File: config.mk
export PLATFORM = sky130hd
export DESIGN_NAME = adc_cal_sequencer
export DESIGN_NICKNAME = d
export VERILOG_FILES = /design/src/rtl/adc_cal_pkg.sv /design/src/rtl/cal_cmd_front.sv /design/src/rtl/cal_step_ctrl.sv /design/src/rtl/cal_coef_bank.sv /design/src/rtl/adc_cal_sequencer.sv
export SDC_FILE = /design/constraint.sdc
export NUM_CORES = 1
export LEC_CHECK = 0
export ABC_AREA = 1
export BUFFER_PORTS_ARGS = -buffer_cell sky130_fd_sc_hd__buf_2
export CAP_MARGIN = 15
export CORE_MARGIN = 3
export CORE_UTILIZATION = 53
export CTS_CLUSTER_DIAMETER = 60
export DETAILED_ROUTE_END_ITERATION = 16
export PLACE_DENSITY = 0.78
export REMOVE_ABC_BUFFERS = 1
export SLEW_MARGIN = 15
export SYNTH_ARGS = -nofsm -noshare
export SYNTH_HDL_FRONTEND = slang
export SYNTH_SLANG_ARGS = --single-unit
File: constraint.sdc
create_clock -name clk -period 2.35 [get_ports clk]
set_input_delay 0.3525 -clock clk [delete_from_list [all_inputs] [get_ports clk]]
set_output_delay 0.3525 -clock clk [all_outputs]
set_load 0.01 [all_outputs]
File: src/rtl/adc_cal_pkg.sv
package adc_cal_pkg;

  typedef enum logic [1:0] {
    SEL_AIN   = 2'd0,
    SEL_SHORT = 2'd1,
    SEL_REF   = 2'd2
  } sel_e;

  typedef enum logic [2:0] {
    RUN_NORM = 3'd0,
    RUN_SELF = 3'd1,
    RUN_SYSZ = 3'd2,
    RUN_SYSF = 3'd3,
    RUN_OFFS = 3'd4,
    RUN_BACK = 3'd5
  } run_e;

  function automatic run_e decode_code(input logic [2:0] code);
    case (code)
      3'b001:  return RUN_SELF;
      3'b010:  return RUN_SYSZ;
      3'b011:  return RUN_SYSF;
      3'b100:  return RUN_OFFS;
      3'b101:  return RUN_BACK;
      default: return RUN_NORM;
    endcase
  endfunction

endpackage

File: src/rtl/cal_cmd_front.sv
module cal_cmd_front
  import adc_cal_pkg::*;
(
  input  logic       clk,
  input  logic       rst,
  input  logic       mode_wr,
  input  logic [2:0] mode_code,
  input  logic       bipolar,
  input  logic       sync_n,
  output logic       flt_rst,
  output logic       start_cmd,
  output logic       start_sync,
  output run_e       run_req,
  output logic       bip_q
);

  logic sync_q;
  logic sync_fall;

  assign sync_fall = sync_q & ~sync_n;

  always_ff @(posedge clk) begin
    if (rst) begin
      sync_q     <= 1'b1;
      flt_rst    <= 1'b0;
      start_cmd  <= 1'b0;
      start_sync <= 1'b0;
      run_req    <= RUN_NORM;
      bip_q      <= 1'b0;
    end else begin
      sync_q     <= sync_n;
      flt_rst    <= mode_wr | sync_fall;
      start_cmd  <= mode_wr;
      start_sync <= sync_fall & ~mode_wr;
      if (mode_wr) begin
        run_req <= decode_code(mode_code);
        bip_q   <= bipolar;
      end
    end
  end

endmodule

File: src/rtl/cal_step_ctrl.sv
module cal_step_ctrl
  import adc_cal_pkg::*;
#(
  parameter int PH_LEN   = 4,
  parameter int BG_ROUND = 6
) (
  input  logic clk,
  input  logic rst,
  input  logic start_cmd,
  input  logic start_sync,
  input  run_e run_req,
  input  logic flt_rdy,
  output sel_e in_sel,
  output logic drdy_n,
  output logic res_invalid,
  output logic cap_zs,
  output logic cap_fs,
  output logic keep_slope
);

  localparam int SEQ_LONG = 2 * PH_LEN + 1;
  localparam int CNT_TOP  = (SEQ_LONG > BG_ROUND) ? SEQ_LONG : BG_ROUND;
  localparam int CNT_W    = $clog2(CNT_TOP + 1);

  localparam logic [CNT_W-1:0] C_ZS   = CNT_W'(PH_LEN - 1);
  localparam logic [CNT_W-1:0] C_FS   = CNT_W'(2 * PH_LEN - 1);
  localparam logic [CNT_W-1:0] C_END  = CNT_W'(SEQ_LONG - 1);
  localparam logic [CNT_W-1:0] C_PH   = CNT_W'(PH_LEN);
  localparam logic [CNT_W-1:0] C_PH2  = CNT_W'(2 * PH_LEN);
  localparam logic [CNT_W-1:0] C_BREF = CNT_W'(BG_ROUND - 1);
  localparam logic [CNT_W-1:0] C_BPUB = CNT_W'(BG_ROUND - 2);

  run_e             cur, cur_n;
  logic [CNT_W-1:0] cnt, cnt_n;
  logic             fs_seen;
  logic             go, last, pub_bg, one_long, one_short;

  function automatic sel_e sel_of(input run_e m, input logic [CNT_W-1:0] c);
    case (m)
      RUN_SELF: return (c < C_PH) ? SEL_SHORT : (c < C_PH2) ? SEL_REF : SEL_AIN;
      RUN_OFFS: return (c < C_PH) ? SEL_AIN   : (c < C_PH2) ? SEL_REF : SEL_AIN;
      RUN_BACK: return (c == '0) ? SEL_SHORT : (c == C_BREF) ? SEL_REF : SEL_AIN;
      default:  return SEL_AIN;
    endcase
  endfunction

  assign go         = flt_rdy & ~start_cmd & ~start_sync;
  assign one_long   = (cur == RUN_SELF) || (cur == RUN_OFFS);
  assign one_short  = (cur == RUN_SYSZ) || (cur == RUN_SYSF);
  assign keep_slope = (cur == RUN_SYSZ);

  assign cap_zs = go && (((one_long || cur == RUN_SYSZ) && cnt == C_ZS) ||
                         (cur == RUN_BACK && cnt == '0));
  assign cap_fs = go && ((one_long && cnt == C_FS) ||
                         (cur == RUN_SYSF && cnt == C_ZS) ||
                         (cur == RUN_BACK && cnt == C_BREF));
  assign last   = go && ((one_long && cnt == C_END) || (one_short && cnt == C_ZS));
  assign pub_bg = go && (cur == RUN_BACK) && (cnt == C_BPUB);

  always_comb begin
    cur_n = cur;
    cnt_n = cnt;
    if (start_cmd) begin
      cur_n = run_req;
      cnt_n = '0;
    end else if (start_sync) begin
      cnt_n = '0;
    end else if (go) begin
      if (last) begin
        cur_n = RUN_NORM;
        cnt_n = '0;
      end else if (cur == RUN_BACK) begin
        cnt_n = (cnt == C_BREF) ? '0 : cnt + 1'b1;
      end else if (cur != RUN_NORM) begin
        cnt_n = cnt + 1'b1;
      end
    end
  end

  always_ff @(posedge clk) begin
    if (rst) begin
      cur         <= RUN_NORM;
      cnt         <= '0;
      fs_seen     <= 1'b0;
      drdy_n      <= 1'b1;
      res_invalid <= 1'b0;
      in_sel      <= SEL_AIN;
    end else begin
      cur    <= cur_n;
      cnt    <= cnt_n;
      in_sel <= sel_of(cur_n, cnt_n);
      if (start_cmd) begin
        drdy_n      <= 1'b1;
        fs_seen     <= 1'b0;
        res_invalid <= 1'b0;
      end else if (start_sync) begin
        drdy_n <= 1'b1;
      end else if (go) begin
        if (cur == RUN_NORM || last || pub_bg) drdy_n <= 1'b0;
        if (pub_bg) res_invalid <= ~fs_seen;
        if (cap_fs && cur == RUN_BACK) fs_seen <= 1'b1;
      end
    end
  end

endmodule

File: src/rtl/cal_coef_bank.sv
module cal_coef_bank #(
  parameter int DATA_W = 24
) (
  input  logic              clk,
  input  logic              rst,
  input  logic              cap_zs,
  input  logic              cap_fs,
  input  logic              keep_slope,
  input  logic              bip,
  input  logic [DATA_W-1:0] data,
  output logic [DATA_W-1:0] zs_q,
  output logic [DATA_W-1:0] fs_q,
  output logic [DATA_W+1:0] span_q
);

  localparam int SPAN_W = DATA_W + 2;

  logic              have_fs;
  logic signed [SPAN_W-1:0] diff;

  assign diff = $signed({2'b00, fs_q}) - $signed({2'b00, zs_q});

  always_ff @(posedge clk) begin
    if (rst) begin
      zs_q    <= '0;
      fs_q    <= '0;
      have_fs <= 1'b0;
      span_q  <= '0;
    end else begin
      span_q <= bip ? (diff <<< 1) : diff;
      if (cap_zs) begin
        zs_q <= data;
        if (keep_slope && have_fs) fs_q <= fs_q + (data - zs_q);
      end
      if (cap_fs) begin
        fs_q    <= data;
        have_fs <= 1'b1;
      end
    end
  end

endmodule

File: src/rtl/adc_cal_sequencer.sv
module adc_cal_sequencer
  import adc_cal_pkg::*;
#(
  parameter int DATA_W   = 24,
  parameter int PH_LEN   = 4,
  parameter int BG_ROUND = 6
) (
  input  logic              clk,
  input  logic              rst,
  input  logic              mode_wr,
  input  logic [2:0]        mode_code,
  input  logic              bipolar,
  input  logic              sync_n,
  input  logic              flt_rdy,
  input  logic [DATA_W-1:0] flt_data,
  output logic [1:0]        in_sel,
  output logic              flt_rst,
  output logic [DATA_W-1:0] zs_coef,
  output logic [DATA_W-1:0] fs_coef,
  output logic [DATA_W+1:0] span,
  output logic              drdy_n,
  output logic              res_invalid
);

  logic start_cmd, start_sync, bip_q;
  logic cap_zs, cap_fs, keep_slope;
  run_e run_req;
  sel_e sel;

  cal_cmd_front u_front (
    .clk        (clk),
    .rst        (rst),
    .mode_wr    (mode_wr),
    .mode_code  (mode_code),
    .bipolar    (bipolar),
    .sync_n     (sync_n),
    .flt_rst    (flt_rst),
    .start_cmd  (start_cmd),
    .start_sync (start_sync),
    .run_req    (run_req),
    .bip_q      (bip_q)
  );

  cal_step_ctrl #(.PH_LEN(PH_LEN), .BG_ROUND(BG_ROUND)) u_steps (
    .clk         (clk),
    .rst         (rst),
    .start_cmd   (start_cmd),
    .start_sync  (start_sync),
    .run_req     (run_req),
    .flt_rdy     (flt_rdy),
    .in_sel      (sel),
    .drdy_n      (drdy_n),
    .res_invalid (res_invalid),
    .cap_zs      (cap_zs),
    .cap_fs      (cap_fs),
    .keep_slope  (keep_slope)
  );

  cal_coef_bank #(.DATA_W(DATA_W)) u_coef (
    .clk        (clk),
    .rst        (rst),
    .cap_zs     (cap_zs),
    .cap_fs     (cap_fs),
    .keep_slope (keep_slope),
    .bip        (bip_q),
    .data       (flt_data),
    .zs_q       (zs_coef),
    .fs_q       (fs_coef),
    .span_q     (span)
  );

  assign in_sel = sel;

endmodule

==> results by group <==
Clock tree
  • CTS Buffer Depth: 2
  • Inserted Clock Buffers: 9
  • CTS root buf: clkbuf_16
  • H-tree lvl count: 3
  • Worst skew pair latency: 0.36 ns
  • CTS tree: built
  • CTS Sinks: 95
  • CTS clk-pin slew, worst paths: about 0.08 ns

Pwr
  • P per Cell Area: 408 nW/um^2
  • Total power: 0.00425 W
  • Worst VDD drop: 0.325 mV
  • Pleak: 5.77 nW

Synth
  • Area share of fa/ha/maj cells after synthesis: 0.138
  • Multiplexer area fraction after synthesis: 0
  • Post-synthesis simple-gate area fraction: 0.351
  • Seq/Total Area, Yosys: 0.238
  • Post-synth cell types: 41
  • Post-Synthesis Cells: 1321
  • Largest family of logic cells by synthesized area: simple AND/OR/NAND/NOR gates
  • Mean Syn Cell Area: ~6 um^2
  • XOR/XNOR Fraction of Synth Area: 0.0175
  • Compound-cell area share of the yosys netlist: 0.102
  • Cell Area, Synth: 8000 um^2
  • Synth Warn #: 0
  • Flops & latches, synth: 95

Detailed routing
  • Routed len/inst: around 15 um
  • TritonRoute pass-1 iters: 5
  • ANT nets after route: 0
  • Post-route DRC: 0
  • Via density: 5.30
  • Aggregate routed wire length: 26500 um
  • Via Count: approximately 9100
  • DRT iter0 DRCs: slightly below 700

STA
  • Fin crit share: 1.01
  • Clock skew: 0.00809 ns
  • Slew margin rel.: 0.673
  • Final Hold Vio Count: 0
  • Worst setup margin: -0.0219 ns
  • Final setup viols: 1
  • Worst Tran Pin Value: just under 0.5 ns
  • Min Tclk post-route: 2.37 ns
  • Max Clk Rate: 422 MHz
  • Pins Over Slew Limit: 0
  • RSZ-0062 raised after global routing: true

Global routing
  • Global route overflow: 0
  • Initial antenna violation count: 0
  • First-pass GRT wire length: 39900 um
  • Number of global-route vias before repair: 8164
  • Pin count of the biggest net entering global routing: 48
  • GRT Total Usage: 0.303

Min path
  • Class of the tightest hold or removal check: primary input to flop

Placed design
  • Placed cells: 1697
  • Routability cong.: 0.969
  • Port bufs: 111
  • Pre-CTS setup slack: -0.301 ns
  • Area of placed instances: 9430 um^2
  • Post-DP HPWL: 20100 um

Die
  • Die width: 129 um
  • Row cnt: between 40 and 50
  • Die H: 129 um
  • CORE AREA: 14600 um^2
  • Starting Density: 0.546
  • Number of I/O pins: 112
  • Full die area: 16600 um^2

Final layout
  • Fraction of layout cells with a size suffix above 1: 0.251
  • Post-route cell area: 10400 um^2
  • Antenna Cells: 0
  • Final net count: approximately 1600
  • P&R area growth vs syn: 30.3%
  • Final std cells w/o fill: approximately 1700
  • Filler cell count: about 1300

Setup path
  • Crit path kind: flop to flop
  • CP bufs+invs: 2
  • Worst-path cell chain: inv_1 > fa_1 > inv_1 > fa_2 > nand2_2 > nand3_4 > and2_1 > xor2_1 > nand2_1 > o21ai_1 > nand2_1 > a21oi_1
  • Max stage delay cell, worst path: fa_1
  • Crit path max fanout: 3
  • CP max stage delay: 0.49 ns
  • Worst Path Arrival: between 2 and 3 ns
  • Setup crit end kind: flop
  • Required time worst endpoint: approximately 2.6 ns
  • Crit path launch type: flop
  • Worst path top cell family by delay: adder cells

Flow run
  • Max-cap viol count: 0

Status
  • Outcome: finished with violations
  • Violated checks: negative setup slack
[layout make-up]
class	instances	area [um^2]	share of cell area
clock buffers	9	225	0.0216
inverters	290	1100	0.105
repair buffers	218	1380	0.132
multi-input cells	914	5470	0.525
flip-flops and latches	95	1920	0.184
clock inverters	7	100	0.00960
well taps	184	230	0.0221
[final timing paths]
check	start	endpoint	slack, ns	depth (start not counted)
worst max register to register	u_coef.fs_q[1]$_SDFFE_PP0P_	u_coef.fs_q[4]$_SDFFE_PP0P_	-0.02	12
worst max-delay path	u_coef.fs_q[1]$_SDFFE_PP0P_	u_coef.fs_q[4]$_SDFFE_PP0P_	-0.02	12
worst min register to register	u_front.sync_q$_SDFF_PP1_	u_front.start_sync$_SDFF_PP0_	0.46	2
worst min-delay path	sync_n	u_front.sync_q$_SDFF_PP1_	0.18	3
[synth_stat cells, drive strengths merged]
master | count | area share
o21ai | 46 | 0.029
xnor2 | 8 | 0.0088
inv | 289 | 0.14
ha | 50 | 0.078
o21a | 1 | 0.00094
fa | 24 | 0.060
nand4 | 21 | 0.016
a31oi | 2 | 0.0016
o21bai | 5 | 0.0047
o2111ai | 1 | 0.0011
nand3 | 107 | 0.069
or2 | 3 | 0.0023
o31ai | 1 | 0.00094
nor3 | 7 | 0.0044
nand2 | 404 | 0.19
nand3b | 7 | 0.0066
xor2 | 8 | 0.0088
clkinv | 1 | 0.00047
nand2b | 2 | 0.0016
o22ai | 5 | 0.0039
o211ai | 1 | 0.00094
buf | 12 | 0.011
clkbuf | 10 | 0.0047
and2 | 4 | 0.0031
a21o | 2 | 0.0019
dfxtp | 95 | 0.24
a21oi | 92 | 0.058
nor2 | 113 | 0.056
[repair_timing]
item	in CTS	in global routing
buffers inserted	0	4
hold buffers	0	0
resized for setup	17	141
endpoints found under the setup margin	14	29
pin swaps	4	31
[cell families after synthesis]
logic type	after synthesis
simple gates	668
buf+inv	312
compound gates	156
flops	95
fa+ha+maj	74
xor+xnor	16
[registers in the layout, indices dropped and copies added (netlist names)]
register / flops
u_front.run_req: 3
u_steps.cnt: 4
u_steps.cur: 3
u_front.bip_q: 1
u_coef.have_fs: 1
u_steps.fs_seen: 1
u_coef.span_q: 26
u_steps.res_invalid: 1
u_steps.drdy_n: 1
u_front.sync_q: 1
u_coef.fs_q: 24
u_front.start_sync: 1
u_front.flt_rst: 1
u_steps.in_sel: 2
u_coef.zs_q: 24
u_front.start_cmd: 1
[power by group]
group	internal (W)	switching [W]
clock	0.000862	0.000762
combinational	0.000410	0.000580
sequential	0.00162	0.0000108
[layout by cell type (no fill, tap or decap), types with 23 or more instances in the layout]
cell type	count
o21ai_0	38
nand2_2	35
a21oi_1	75
buf_4	102
nand3_1	98
ha_1	29
nand2_1	361
nor2_1	92
buf_2	111
inv_1	272
fa_1	23
dfxtp_1	79
[per-stage QoR]
| step | hold slack [ns] | utilization | TNS [ns] |
|---|---|---|---|
| floorplan | 0.422 | - | 0 |
| CTS | 0.175 | 0.670 | -0.0104 |
| detailed placement | 0.448 | 0.644 | -3.28 |
| finish | 0.178 | 0.712 | -0.0219 |
| global route | 0.192 | 0.712 | -0.591 |
| global placement | 0.443 | 0.644 | -2.78 |
[worst reg2reg max path, cell delays in order (launching register included)]
cell	delay, ns
dfxtp_2	0.33
inv_1	0.07
fa_1	0.50
inv_1	0.08
fa_2	0.37
nand2_2	0.10
nand3_4	0.08
and2_1	0.20
xor2_1	0.22
nand2_1	0.10
o21ai_1	0.08
nand2_1	0.06
a21oi_1	0.12
[per-layer routing]
| metal | wire length [um] | global-route usage | up-vias |
|---|---|---|---|
| met5 | 0 | 0 | - |
| met4 | 1110 | 0.124 | 0 |
| met3 | 1990 | 0.0477 | 79 |
| met2 | 11900 | 0.495 | 391 |
| met1 | 11600 | 0.402 | 4147 |
| li1 | - | - | 4489 |
Power figures use the tool's default switching activity.
